## src/rtl/dmmu_pkg.sv

```systemverilog
package dmmu_pkg;
    typedef enum logic [2:0] {
        FLT_NONE       = 3'd0,
        FLT_ACCESS_EXC = 3'd1,
        FLT_MISALIGN   = 3'd2,
        FLT_DATA_MISS  = 3'd3,
        FLT_REAL_MISS  = 3'd4
    } fault_e;

    typedef enum logic [1:0] {
        ST_IDLE,
        ST_CHECK,
        ST_LOOKUP,
        ST_DONE
    } state_e;

    localparam int          ASI_W        = 8;
    localparam logic [7:0]  ASI_IMPLICIT = 8'h00;
    localparam logic [7:0]  ASI_NUCLEUS  = 8'h04;
    localparam logic [7:0]  ASI_SCRATCH  = 8'h20;
    localparam logic [7:0]  ASI_MMUREG   = 8'h21;
    localparam logic [7:0]  ASI_HP_LO    = 8'h30;
    localparam logic [7:0]  ASI_HP_HI    = 8'h3F;

    localparam int PS_PRIV  = 2;
    localparam int PS_AMASK = 3;
    localparam int HS_HPRIV = 2;
    localparam int FSR_W    = 14;
endpackage

```

## src/rtl/dmmu_ctx_resolve.sv

```systemverilog
module dmmu_ctx_resolve
    import dmmu_pkg::*;
#(
    parameter int TL_W  = 3,
    parameter int CTX_W = 13
) (
    input  logic [ASI_W-1:0] asi_i,
    input  logic [TL_W-1:0]  tl_i,
    input  logic [CTX_W-1:0] primary_i,
    output logic             nucleus_o,
    output logic [CTX_W-1:0] ctx_o
);
    always_comb begin
        if (asi_i == ASI_IMPLICIT) begin
            nucleus_o = (tl_i != '0);
        end else begin
            nucleus_o = (asi_i == ASI_NUCLEUS);
        end
        ctx_o = nucleus_o ? '0 : primary_i;
    end
endmodule

```

## src/rtl/dmmu_access_check.sv

```systemverilog
module dmmu_access_check
    import dmmu_pkg::*;
#(
    parameter int VA_W = 48,
    parameter int AM_W = 32
) (
    input  logic [VA_W-1:0]  va_i,
    input  logic [1:0]       size_lg_i,
    input  logic [ASI_W-1:0] asi_i,
    input  logic             hpriv_i,
    input  logic             amask_i,
    output fault_e           code_o,
    output logic             reg_space_o,
    output logic [VA_W-1:0]  va_xlat_o
);
    localparam logic [VA_W-1:0] SCR_TOP    = VA_W'('h38);
    localparam logic [VA_W-1:0] SCR_HP_LO  = VA_W'('h20);
    localparam logic [VA_W-1:0] SCR_HP_END = VA_W'('h30);

    logic       hp_asi_bad;
    logic       scratch_bad;
    logic       misaligned;
    logic [3:0] size_mask;

    always_comb begin
        size_mask   = (4'd1 << size_lg_i) - 4'd1;
        misaligned  = |(va_i[3:0] & size_mask);
        hp_asi_bad  = (asi_i >= ASI_HP_LO) && (asi_i <= ASI_HP_HI) && !hpriv_i;
        scratch_bad = (asi_i == ASI_SCRATCH) &&
                      ((va_i > SCR_TOP) ||
                       ((va_i >= SCR_HP_LO) && (va_i < SCR_HP_END) && !hpriv_i));
        reg_space_o = (asi_i == ASI_SCRATCH) || (asi_i == ASI_MMUREG);

        if (hp_asi_bad || scratch_bad) begin
            code_o = FLT_ACCESS_EXC;
        end else if (misaligned) begin
            code_o = FLT_MISALIGN;
        end else begin
            code_o = FLT_NONE;
        end

        va_xlat_o = amask_i ? {{(VA_W-AM_W){1'b0}}, va_i[AM_W-1:0]} : va_i;
    end
endmodule

```

## src/rtl/dmmu_fault_regs.sv

```systemverilog
module dmmu_fault_regs
    import dmmu_pkg::*;
#(
    parameter int VA_W = 48
) (
    input  logic             clk,
    input  logic             rst_n,
    input  logic             flt_load_i,
    input  logic             tag_load_i,
    input  logic [FSR_W-1:0] fsr_d_i,
    input  logic [VA_W-1:0]  far_d_i,
    input  logic [VA_W-1:0]  tag_d_i,
    output logic [FSR_W-1:0] fsr_o,
    output logic [VA_W-1:0]  far_o,
    output logic [VA_W-1:0]  tag_o
);
    always_ff @(posedge clk or negedge rst_n) begin
        if (!rst_n) begin
            fsr_o <= '0;
            far_o <= '0;
            tag_o <= '0;
        end else begin
            if (flt_load_i) begin
                fsr_o <= fsr_d_i;
                far_o <= far_d_i;
            end
            if (tag_load_i) begin
                tag_o <= tag_d_i;
            end
        end
    end
endmodule

```

## src/rtl/dmmu_access_unit.sv

```systemverilog
module dmmu_access_unit
    import dmmu_pkg::*;
#(
    parameter int VA_W  = 48,
    parameter int AM_W  = 32,
    parameter int PG_W  = 13,
    parameter int CTX_W = 13,
    parameter int TL_W  = 3
) (
    input  logic             clk,
    input  logic             rst_n,
    input  logic             req_valid_i,
    output logic             req_ready_o,
    input  logic [VA_W-1:0]  req_va_i,
    input  logic [1:0]       req_size_lg_i,
    input  logic [7:0]       req_asi_i,
    input  logic             req_write_i,
    input  logic             req_real_i,
    input  logic [TL_W-1:0]  trap_lvl_i,
    input  logic [3:0]       pstate_i,
    input  logic [3:0]       hpstate_i,
    input  logic [CTX_W-1:0] primary_ctx_i,
    output logic             tlb_req_o,
    output logic [VA_W-1:0]  tlb_va_o,
    output logic [CTX_W-1:0] tlb_ctx_o,
    output logic             tlb_real_o,
    input  logic             tlb_rsp_valid_i,
    input  logic             tlb_hit_i,
    output logic             done_o,
    output logic [2:0]       fault_o,
    output logic             ctx_nucleus_o,
    output logic [CTX_W-1:0] ctx_num_o,
    output logic             reg_space_o,
    output logic [13:0]      fsr_o,
    output logic [VA_W-1:0]  far_o,
    output logic [VA_W-1:0]  tag_o
);
    localparam int TAG_PAD = VA_W - CTX_W;

    state_e            state_q, state_d;
    logic [VA_W-1:0]   va_q;
    logic [1:0]        lg_q;
    logic [ASI_W-1:0]  asi_q;
    logic              wr_q, real_q, priv_q, amask_q, hpriv_q;
    logic [TL_W-1:0]   tl_q;
    logic [CTX_W-1:0]  prim_q;
    fault_e            fault_q, fault_d;
    logic              reg_q;

    fault_e            chk_code;
    logic              chk_reg;
    logic [VA_W-1:0]   va_x;
    logic              nucleus;
    logic [CTX_W-1:0]  ctx_num;
    logic              flt_load, tag_load;
    logic [FSR_W-1:0]  fsr_d;
    logic [VA_W-1:0]   tag_d;
    logic              unused_state_bits;

    assign unused_state_bits = ^{pstate_i[1:0], hpstate_i[3], hpstate_i[1:0]};

    dmmu_ctx_resolve #(.TL_W(TL_W), .CTX_W(CTX_W)) u_ctx (
        .asi_i     (asi_q),
        .tl_i      (tl_q),
        .primary_i (prim_q),
        .nucleus_o (nucleus),
        .ctx_o     (ctx_num)
    );

    dmmu_access_check #(.VA_W(VA_W), .AM_W(AM_W)) u_chk (
        .va_i        (va_q),
        .size_lg_i   (lg_q),
        .asi_i       (asi_q),
        .hpriv_i     (hpriv_q),
        .amask_i     (amask_q),
        .code_o      (chk_code),
        .reg_space_o (chk_reg),
        .va_xlat_o   (va_x)
    );

    // Request latch, taken in ST_IDLE
    always_ff @(posedge clk or negedge rst_n) begin
        if (!rst_n) begin
            va_q    <= '0;
            lg_q    <= '0;
            asi_q   <= '0;
            wr_q    <= 1'b0;
            real_q  <= 1'b0;
            priv_q  <= 1'b0;
            amask_q <= 1'b0;
            hpriv_q <= 1'b0;
            tl_q    <= '0;
            prim_q  <= '0;
        end else if (state_q == ST_IDLE && req_valid_i) begin
            va_q    <= req_va_i;
            lg_q    <= req_size_lg_i;
            asi_q   <= req_asi_i;
            wr_q    <= req_write_i;
            real_q  <= req_real_i;
            priv_q  <= pstate_i[PS_PRIV];
            amask_q <= pstate_i[PS_AMASK];
            hpriv_q <= hpstate_i[HS_HPRIV];
            tl_q    <= trap_lvl_i;
            prim_q  <= primary_ctx_i;
        end
    end

    // Next-state logic
    always_comb begin
        state_d = state_q;
        unique case (state_q)
            ST_IDLE:   if (req_valid_i) state_d = ST_CHECK;
            ST_CHECK:  state_d = (chk_code != FLT_NONE || chk_reg) ? ST_DONE : ST_LOOKUP;
            ST_LOOKUP: if (tlb_rsp_valid_i) state_d = ST_DONE;
            ST_DONE:   state_d = ST_IDLE;
            default:   state_d = ST_IDLE;
        endcase
    end

    // State register
    always_ff @(posedge clk or negedge rst_n) begin
        if (!rst_n) state_q <= ST_IDLE;
        else        state_q <= state_d;
    end

    // Result computation
    always_comb begin
        fault_d  = FLT_NONE;
        flt_load = 1'b0;
        tag_load = 1'b0;
        if (state_q == ST_CHECK) begin
            fault_d  = chk_code;
            flt_load = (chk_code != FLT_NONE);
        end else if (state_q == ST_LOOKUP && tlb_rsp_valid_i && !tlb_hit_i) begin
            fault_d  = real_q ? FLT_REAL_MISS : FLT_DATA_MISS;
            flt_load = 1'b1;
            tag_load = 1'b1;
        end
        fsr_d = {priv_q, asi_q, nucleus, wr_q, fault_d};
        tag_d = {va_x[VA_W-1:PG_W], {PG_W{1'b0}}} | {{TAG_PAD{1'b0}}, ctx_num};
    end

    // Output register process
    always_ff @(posedge clk or negedge rst_n) begin
        if (!rst_n) begin
            fault_q <= FLT_NONE;
            reg_q   <= 1'b0;
        end else if (state_d == ST_DONE && state_q != ST_DONE) begin
            fault_q <= fault_d;
            reg_q   <= (state_q == ST_CHECK) && chk_reg && (chk_code == FLT_NONE);
        end
    end

    dmmu_fault_regs #(.VA_W(VA_W)) u_regs (
        .clk        (clk),
        .rst_n      (rst_n),
        .flt_load_i (flt_load),
        .tag_load_i (tag_load),
        .fsr_d_i    (fsr_d),
        .far_d_i    (va_q),
        .tag_d_i    (tag_d),
        .fsr_o      (fsr_o),
        .far_o      (far_o),
        .tag_o      (tag_o)
    );

    assign req_ready_o   = (state_q == ST_IDLE);
    assign tlb_req_o     = (state_q == ST_LOOKUP);
    assign tlb_va_o      = va_x;
    assign tlb_ctx_o     = ctx_num;
    assign tlb_real_o    = real_q;
    assign done_o        = (state_q == ST_DONE);
    assign fault_o       = fault_q;
    assign reg_space_o   = reg_q;
    assign ctx_nucleus_o = nucleus;
    assign ctx_num_o     = ctx_num;


    single_done_chk: assert property (@(posedge clk) disable iff (!rst_n)
        done_o |=> !done_o);

    fsr_quiet_chk: assert property (@(posedge clk) disable iff (!rst_n)
        (done_o && fault_o == 3'd0) |-> ($stable(fsr_o) && $stable(far_o)));

    tag_quiet_chk: assert property (@(posedge clk) disable iff (!rst_n)
        (done_o && fault_o != 3'd3 && fault_o != 3'd4) |-> $stable(tag_o));

    lookup_clean_chk: assert property (@(posedge clk) disable iff (!rst_n)
        tlb_req_o |-> (chk_code == FLT_NONE && !chk_reg));

    nucleus_zero_chk: assert property (@(posedge clk) disable iff (!rst_n)
        (tlb_req_o && ctx_nucleus_o) |-> (tlb_ctx_o == '0));

    amask_clear_chk: assert property (@(posedge clk) disable iff (!rst_n)
        (tlb_req_o && amask_q) |-> (tlb_va_o[VA_W-1:AM_W] == '0));
endmodule

```

## config.mk

```make
export PLATFORM = sky130hd
export DESIGN_NAME = dmmu_access_unit
export DESIGN_NICKNAME = d
export VERILOG_FILES = /design/src/rtl/dmmu_pkg.sv /design/src/rtl/dmmu_ctx_resolve.sv /design/src/rtl/dmmu_access_check.sv /design/src/rtl/dmmu_fault_regs.sv /design/src/rtl/dmmu_access_unit.sv
export SDC_FILE = /design/constraint.sdc
export NUM_CORES = 1
export LEC_CHECK = 0
export ABC_AREA = 1
export BUFFER_PORTS_ARGS = -buffer_cell sky130_fd_sc_hd__buf_2
export CORE_UTILIZATION = 50
export DETAILED_ROUTE_END_ITERATION = 8
export GPL_TIMING_DRIVEN = 0
export PLACE_DENSITY = 0.8
export SKIP_LAST_GASP = 1
export SLEW_MARGIN = 30
export SYNTH_ARGS = -nofsm -noshare
export SYNTH_HDL_FRONTEND = slang
export SYNTH_SLANG_ARGS = --single-unit
```

## constraint.sdc

```tcl
create_clock -name clk -period 2.4 [get_ports clk]
set_input_delay 0.12 -clock clk [delete_from_list [all_inputs] [get_ports clk]]
set_output_delay 0.12 -clock clk [all_outputs]
set_load 0.01 [all_outputs]
```

==> results of run 1 <==
## metrics by stage
stage	util (%)	cell area (sq um)	hold slack, ns	cells	power (uW)
floorplan	-	8255	-0.1756	866	10210
global placement	61.92	9907	0.3518	1358	12840
detailed placement	62.32	9972	-0.01857	1360	13120
CTS	71.07	11370	0.05291	1470	16080
global route	71.32	11410	0.1213	1472	17310
finish	71.32	11410	0.09433	1472	16150
## cells by family after synthesis
group / Yosys count
simple gates: 415
flops: 195
buf+inv: 129
compound gates: 67
mux: 56
fa+ha+maj: 4
## worst paths after layout
| kind | endpoint | slack [ns] | depth (start not counted) |
|---|---|---|---|
| worst min register to register | u_regs.tag_o[37] | 0.46 | 2 |
| min in group asynchronous | va_q[11] | 0.12 | 2 |
| worst max-delay path | va_q[26] | 0.14 | 5 |
| worst min-delay path | state_q[0] | 0.09 | 3 |
| worst max register to register | va_q[26] | 0.14 | 5 |
| max in group asynchronous | u_regs.far_o[44] | 1.58 | 3 |
## critical path, cell delays in order, from the launching register on
cell	delay, ns
dfrtp_1	0.43
inv_1	0.10
ha_1	0.25
nand2_1	0.43
clkbuf_1	0.53
mux2_2	0.41
## layout make-up
type	count	share of cell area, %
inverters	47	1.546
diodes	1	0.02193
multi-input cells	542	23.56
clock buffers	20	4.002
repair buffers	360	19.82
well taps	216	2.368
flip-flops and latches	195	42.76
clock inverters	11	1.107
plain buffers	80	4.813
## routing by layer
metal  global-route usage (%)  routed length, um
met5                        0                  0
met4                    11.49                624
met3                    5.782               1326
met2                    50.02              12140
met1                    35.64               9914
## flip-flops by register name, indices dropped and copies added (netlist names), 2 cells and up
signal,count
asi_q,8
fault_o,3
lg_q,2
prim_q,13
state_q,2
tl_q,3
u_regs.far_o,48
u_regs.fsr_o,14
u_regs.tag_o,48
va_q,48
## what timing repair did
action	CTS	global route
setup endpoints to repair	183	72
setup buffers	1	1
hold endpoints to repair	274	0
pin swaps	1	0
gates resized for setup	5	17
hold buffers	80	0
## Yosys cell counts (7+ instances only)
cell and number:
nand3_1 9, buf_6 7, a21oi_1 23, inv_1 46, mux2_2 56, clkbuf_1 21
buf_4 46, nand2_1 312, o21ai_2 7, o21ai_0 19, dfrtp_1 195, nor2_1 80
o21ai_1 14
## where the power goes
group / switching, uW / internal (uW)
sequential: 1120 / 4890
combinational: 4130 / 3200
clock: 1220 / 1590
total: 6470 / 9680
==> flow_metrics.tcl, run 1 <==
set metrics [dict create \
    status "completed" \
    yosys_warnings 0 \
    synth_top_cell_by_area "dfrtp_1" \
    final_common_cell "nand2_1" \
    synth_top_family_by_area "simple AND/OR/NAND/NOR gates" \
    cts_root_buffer "clkbuf_16" \
    die_h_um 130.5 \
    post_drt_wl_per_cell_um 16.31 \
    path_class "flip-flop to flip-flop" \
    slew_viol_final 0 \
    postSynthNetCount 959 \
    synth-simple-area-share_pct 19.49 \
    async_reset_ff_share_pct 100.0 \
    fin_nets 1336 \
    hold_violations 0 \
    hp-start "req_valid_i" \
    cts_tree "done" \
    power_leakage_uw 0.006201 \
    routed_wl_mm 24.00 \
    synth_top_cell_area_share_pct 59.11 \
    drive_gt1_share_pct 35.94 \
    io_buffers 276 \
    dr.pass1.iters 5 \
    min_path_type "input pin to flip-flop" \
    syn_area_per_cell_sq_um 9.533 \
    first_iter_violations 287 \
    place.gp.congestion 0.8054 \
    numCtsBuffers 17 \
    antenna_found_initial 1 \
    end_kind "flip-flop" \
    die_area_sq_um 17030 \
    arrival_ns 2.57 \
    seqCellArea_sq_um 4880 \
    timing.rr.start "state_q[0]" \
    multi_input_area_sq_um 2689 \
    dp_slack_ns -0.4394 \
    synth-edff-count 0 \
    tns_ns 0 \
    worst_pin_slew_ns 0.6555 \
    grt_overflow 0 \
    maxSlewHeadroom_pct 56.30 \
    fmaxAchievable_mhz 441.8 \
    critPathLaunch "state_q[0]" \
    crit_required_ns 2.70 \
    core_sq_um 16000 \
    row_count 46 \
    clock_latency_ns 0.43 \
    yosysSeqAreaShare_pct 59.11 \
    yosys.cell_types.count 29 \
    startpoint_type "flip-flop" \
    place_hpwl_mm 16.52 \
    ant_nets 0 \
    die_x_um 130.5 \
    peakVddDrop_uv 721.6 \
    synth_fa_ha_area_share_pct 0.6062 \
    synthXorXnorAreaFrac_pct 0 \
    fin_crit_ns 2.263 \
    syn2layout_area_growth_pct 38.24 \
    synthFlopType "dfrtp_1" \
    finalSetupViolCount 0 \
    min_period_over_period_pct 94.30 \
    syn-cell-area_sq_um 8255 \
    clk_pin_slew_worst_paths_ns 0.06 \
    grt_pass1_vias 7256 \
    maxCapViolations 0 \
    design.portCount 282 \
    synth_mux_area_share_pct 7.639 \
    cts.path.max_buffers 2 \
    vias 7282 \
    cp_max_fo 12 \
    fin_skew_ns 0.01142 \
    final_cell_mix "nand2_1 (312), buf_2 (276), dfrtp_1 (195), dlygate4sd3_1 (80), nor2_1 (77)" \
    grt_first_pass_wirelength_mm 36.83 \
    num-fill-cells 1198 \
    clock-sinks 195 \
    ys_seq_elements 195 \
    synth_compound_area_share_pct 4.486 \
    htree_num_levels 4 \
    fin_ws_ns 0.1368 \
    grt_max_degree 87 \
    initial_core_util_pct 51.60 \
    grtUsageTotal_pct 28.93 \
    synth_cells 866 \
    cellPowerDensity_nw_per_um2 1415 \
    drc 0 \
    viasPerCell 4.947 \
    synthTopCellsByArea "dfrtp_1 (59%), nand2_1 (14%), mux2_2 (7.6%), buf_4 (4.2%), nor2_1 (3.6%)" \
    rsz0062_at_grt "false" \
]
No activity file was read; power rests on OpenSTA's default activity.
==> inputs of run 2 (changes only) <==
Settings changed: CORE_ASPECT_RATIO set to 1.4.
==> run 2 against run 1 <==
Effect of this change:
- setup slack gained 0.00081 ns
- first-iteration DRC count grew 40%
- wire length grew 2.0%
- critical path depth grew 2
- critical path type unchanged
- highest routed layer unchanged
==> flow_metrics.tcl, run 2 (synthesized netlist as in run 1, its figures left out) <==
set metrics [dict create \
    num-fill-cells 1126 \
    critPathLaunch "state_q[1]" \
    grt_first_pass_wirelength_mm 38.52 \
    hold_ws_ns 0.1057 \
    cts_tree "done" \
    clock-sinks 195 \
    fin_nets 1339 \
    viasPerCell 5.050 \
    highest_layer "met4" \
    die_h_um 154.0 \
    rsz0062_at_grt "false" \
    cellPowerDensity_nw_per_um2 1432 \
    htree_num_levels 4 \
    fin_area_sq_um 11480 \
    place_hpwl_mm 17.09 \
    die_x_um 110.6 \
    crit_required_ns 2.68 \
    worst_pin_slew_ns 0.6309 \
    wl_met3_mm 1.273 \
    hp-start "req_valid_i" \
    cts.path.max_buffers 2 \
    multi_input_area_sq_um 2745 \
    io_buffers 276 \
    design.portCount 282 \
    cp_max_fo 10 \
    ant_nets 0 \
    peakVddDrop_uv 835.0 \
    clk_pin_slew_worst_paths_ns 0.07 \
    detailroute.wirelength.met2_mm 12.98 \
    antenna_found_initial 0 \
    path_class "flip-flop to flip-flop" \
    numCtsBuffers 17 \
    drive_gt1_share_pct 37.81 \
    hold_violations 0 \
    final_common_cell "nand2_1" \
    dp_slack_ns -0.5736 \
    dr.pass1.iters 7 \
    grtUsageTotal_pct 29.23 \
    end_kind "flip-flop" \
    fin_crit_ns 2.262 \
    first_iter_violations 402 \
    place.gp.congestion 0.8217 \
    largestRegisters "u_regs.far_o: 48 flops, u_regs.tag_o: 48 flops, va_q: 48 flops" \
    grt_pass1_vias 7623 \
    core_sq_um 16170 \
    final_cell_mix "nand2_1 (310), buf_2 (280), dfrtp_1 (192), dlygate4sd3_1 (80), nor2_1 (63)" \
    maxSlewHeadroom_pct 57.94 \
    initial_core_util_pct 51.05 \
    startpoint_type "flip-flop" \
    timing.rr.start "state_q[1]" \
    row_count 55 \
    grt_overflow 0 \
    antennaDiodeCount 0 \
    seqCellArea_sq_um 4883 \
    tns_ns 0 \
    fmaxAchievable_mhz 442.0 \
    arrival_ns 2.55 \
    post_drt_wl_per_cell_um 16.79 \
    finalSetupViolCount 0 \
    vias 7363 \
    routed_wl_mm 24.48 \
    cts_root_buffer "clkbuf_16" \
    syn2layout_area_growth_pct 39.10 \
    min_path_type "input pin to flip-flop" \
    status "completed" \
    fin_ws_ns 0.1376 \
    power_leakage_uw 0.006227 \
    fin_skew_ns 0.008990 \
    grt_max_degree 89 \
    clock_latency_ns 0.43 \
    drc 0 \
    maxCapViolations 0 \
    min_period_over_period_pct 94.27 \
    slew_viol_final 0 \
    placedInstanceArea_sq_um 9951 \
    die_area_sq_um 17040 \
    m1WireLength_mm 9.005 \
]
-- run 2: cell types whose count changed in the layout (fill, tap and decap cells not counted), moves of 2 or more --
cell / previous run / this run
nor2_4: 0 / 2
nand2_2: 3 / 5
nor2_2: 4 / 16
dfrtp_2: 0 / 3
buf_4: 48 / 50
clkbuf_4: 3 / 0
inv_8: 0 / 2
buf_2: 276 / 280
dfrtp_1: 195 / 192
nand2_1: 312 / 310
nor2_1: 77 / 63
-- run 2: timing repair --
| item | in CTS | in global routing |
|---|---|---|
| endpoints found under the hold margin | 274 | 0 |
| cloned | 0 | 0 |
| setup endpoints to repair | 186 | 127 |
| pin swaps | 1 | 1 |
| gates resized for setup | 15 | 29 |
| buffers inserted | 1 | 3 |
| hold buffers | 80 | 0 |
-- run 2: stage by stage --
stage | total power, uW | instances | util, %
2_1_floorplan | 10210 | 866 | -
3_3_place_gp | 12870 | 1341 | 61.13
3_5_place_dp | 13160 | 1343 | 61.53
4_1_cts | 16250 | 1456 | 70.51
5_1_grt | 17460 | 1458 | 71.01
6_report | 16440 | 1458 | 71.01
-- run 2: per-layer routing --
layer	GRT usage, %	vias to the layer above
met3	5.597	93
met1	31.67	3525
li1	-	3428
met4	16.44	0
met5	0	-
met2	53.18	317
-- run 2: path summary, 6_finish.rpt --
path / slack [ns] / depth (start not counted) / end
worst max-delay path: 0.14 / 7 / u_regs.tag_o[12]
worst min-delay path: 0.11 / 3 / state_q[0]
worst max register to register: 0.14 / 7 / u_regs.tag_o[12]
worst min register to register: 0.46 / 2 / u_regs.tag_o[25]
max in group asynchronous: 1.57 / 3 / va_q[5]
min in group asynchronous: 0.12 / 2 / u_regs.tag_o[42]
-- run 2: worst max-delay path, stage by stage, from the launching register on --
cell and delay [ns]:
dfrtp_1 0.40, inv_1 0.09, ha_1 0.33, nor3_4 0.09
inv_1 0.14, clkbuf_2 0.36, clkbuf_1 0.48, o21ai_0 0.21
-- run 2: power breakdown --
group	internal [uW]	total, uW	switching (uW)
Sequential	4890	6080	1190
Clock	1620	2930	1310
Combinational	3250	7440	4190
Total	9760	16400	6690
-- run 2: final cells by class --
class                      count  share of cell area (%)
tap                          199                   2.168
buffer                        81                   4.805
timing repair buffer         362                   19.83
clock inverter                12                   1.253
clock buffer                  20                   3.977
sequential                   195                   42.53
inverter                      47                   1.536
multi-input combinational    542                   23.90
==> inputs of run 3 (changes only) <==
Settings changed: CORE_ASPECT_RATIO 1.4 to 0.6, SLEW_MARGIN 30 to unset.
==> run 3 against run 2 <==
Effect of this change:
- sequential share of layout area rose by 0.38 points
- combinational power fell by 1%
- clock skew rose by 0.0032 ns
- maximum frequency fell by 2.8%
- clock power fell by 2%
- die area barely moved
- critical endpoint is now tlb_ctx_o[9]
- highest routed layer unchanged
==> flow_metrics.tcl, run 3 (synthesized netlist as in run 1, its figures left out) <==
set metrics [dict create \
    status "completed" \
    fin_ws_ns 0.07129 \
    critPathSlowestCell "dfrtp_1" \
    vias 7321 \
    drc 0 \
    clock_latency_ns 0.42 \
    rrSetupSlack_ns 0.20 \
    row_count 35 \
    startpoint_type "flip-flop" \
    place_inst 1346 \
    fin_skew_ns 0.01221 \
    core_sq_um 15720 \
    cp_max_fo 14 \
    grt_pass1_vias 7220 \
    cts_root_buffer "clkbuf_16" \
    htree_num_levels 4 \
    dr.pass1.iters 5 \
    largestRegisters "u_regs.far_o: 48 flops, u_regs.tag_o: 48 flops, va_q: 48 flops" \
    routed_wl_mm 24.60 \
    place.gp.congestion 0.8269 \
    die_area_sq_um 17050 \
    fin_cells 1458 \
    crit_family "simple AND/OR/NAND/NOR gates" \
    place_hpwl_mm 16.39 \
    grt_max_degree 125 \
    viasPerCell 5.021 \
    cellPowerDensity_nw_per_um2 1427 \
    syn2layout_area_growth_pct 37.77 \
    grtUsageTotal_pct 29.77 \
    fin_crit_ns 2.329 \
    fin_nets 1334 \
    min_period_over_period_pct 97.03 \
    initial_core_util_pct 52.51 \
    clock-sinks 195 \
    hold_violations 0 \
    first_iter_violations 574 \
    numCtsBuffers 17 \
    grt_overflow 0 \
    cts_tree "done" \
    arrival_ns 2.21 \
    die_h_um 101.5 \
    fmaxAchievable_mhz 429.4 \
    worst_pin_slew_ns 0.6625 \
    antenna_found_initial 1 \
    design.portCount 282 \
    end_kind "output pin" \
    post_drt_wl_per_cell_um 16.88 \
    final_util_pct 72.34 \
    worstHoldPathCells 3 \
    crit_top_cell "nand2_1" \
    clk_pin_slew_worst_paths_ns 0.07 \
    min_path_type "input pin to flip-flop" \
    dp_slack_ns -0.3320 \
    grt_first_pass_wirelength_mm 38.61 \
    timing.critical_path.buf_inv 4 \
    drive_gt1_share_pct 35.96 \
    final_cell_mix "nand2_1 (311), buf_2 (277), dfrtp_1 (195), dlygate4sd3_1 (80), nor2_1 (74)" \
    power_leakage_uw 0.006173 \
    maxSlewHeadroom_pct 55.83 \
    slew_viol_final 0 \
    peakVddDrop_uv 679.4 \
    io_buffers 276 \
    ant_nets 0 \
    path_class "flip-flop to output pin" \
    finalSetupViolCount 0 \
    holdPathEnd "state_q[0]" \
    die_x_um 167.9 \
    critPathMaxStageDelay_ns 0.42 \
    cp_cell_sequence "nor2_1 > nand2_1 > nor4_4 > inv_2 > nand2_1 > inv_1 > buf_4 > buf_2" \
    rr_worst_depth 6 \
    crit_required_ns 2.28 \
    cts.path.max_buffers 2 \
    final_common_cell "nand2_1" \
    timing.rr.start "state_q[0]" \
    r2r-end "va_q[36]" \
    hp-start "req_valid_i" \
    maxCapViolations 0 \
    finalPower_uw 16230 \
]
[run 3: stage by stage]
stage | hold slack (ns) | TNS (ns) | instance area [sq um]
finish | 0.1115 | 0 | 11370
floorplan | -0.1756 | 0 | 8255
global route | 0.1171 | -0.00007616 | 11370
global placement | 0.3517 | -397.70 | 9891
detailed placement | 0.1199 | -17.14 | 9928
CTS | 0.06457 | 0 | 11330
[run 3: worst max-delay path by stage]
stage | startpoint | to | slack, ns | cells after the start
2_1_floorplan | state_q[0] | amask_q | 0.45 | 6
3_3_place_gp | rst_n | u_regs.far_o[7] | -1.97 | 1
3_5_place_dp | state_q[0] | va_q[44] | -0.33 | 7
4_1_cts | state_q[1] | u_regs.fsr_o[2] | 0.0003 | 7
5_1_grt | va_q[22] | u_regs.fsr_o[11] | -0.00008 | 17
6_report | asi_q[6] | tlb_ctx_o[9] | 0.07 | 8
[run 3: tightest hold or removal path: stages]
cell,delay [ns]
buf_2,0.11
o21ai_0,0.07
nand2_1,0.17
[run 3: repair_timing]
item,4_1_cts,5_1_grt
gates resized for setup,5,16
hold endpoints to repair,150,0
pin swaps,1,0
buffers inserted,1,0
endpoints found under the setup margin,153,147
hold buffers,80,0
[run 3: power breakdown]
| group | switching (uW) | total [uW] | internal [uW] |
|---|---|---|---|
| clock | 1360 | 2860 | 1500 |
| combinational | 4150 | 7340 | 3190 |
| sequential | 1150 | 6030 | 4880 |
[run 3: cell type report]
class / instances / area [sq um]
Timing Repair Buffer: 358 / 2227
Clock inverter: 13 / 143.9
Antenna cell: 1 / 2.502
Buffer: 80 / 543.0
Sequential cell: 195 / 4880
Tap cell: 203 / 254.0
Fill cell: 1136 / 4348
Multi-Input combinational cell: 542 / 2704
Clock buffer: 19 / 442.9
Inverter: 47 / 176.4
[run 3: per-layer routing]
layer | wire length, um | global-route usage (%)
met2 | 11460 | 49.01
met5 | 0 | 0
met3 | 1824 | 7.268
met4 | 388 | 7.339
met1 | 10930 | 40.23
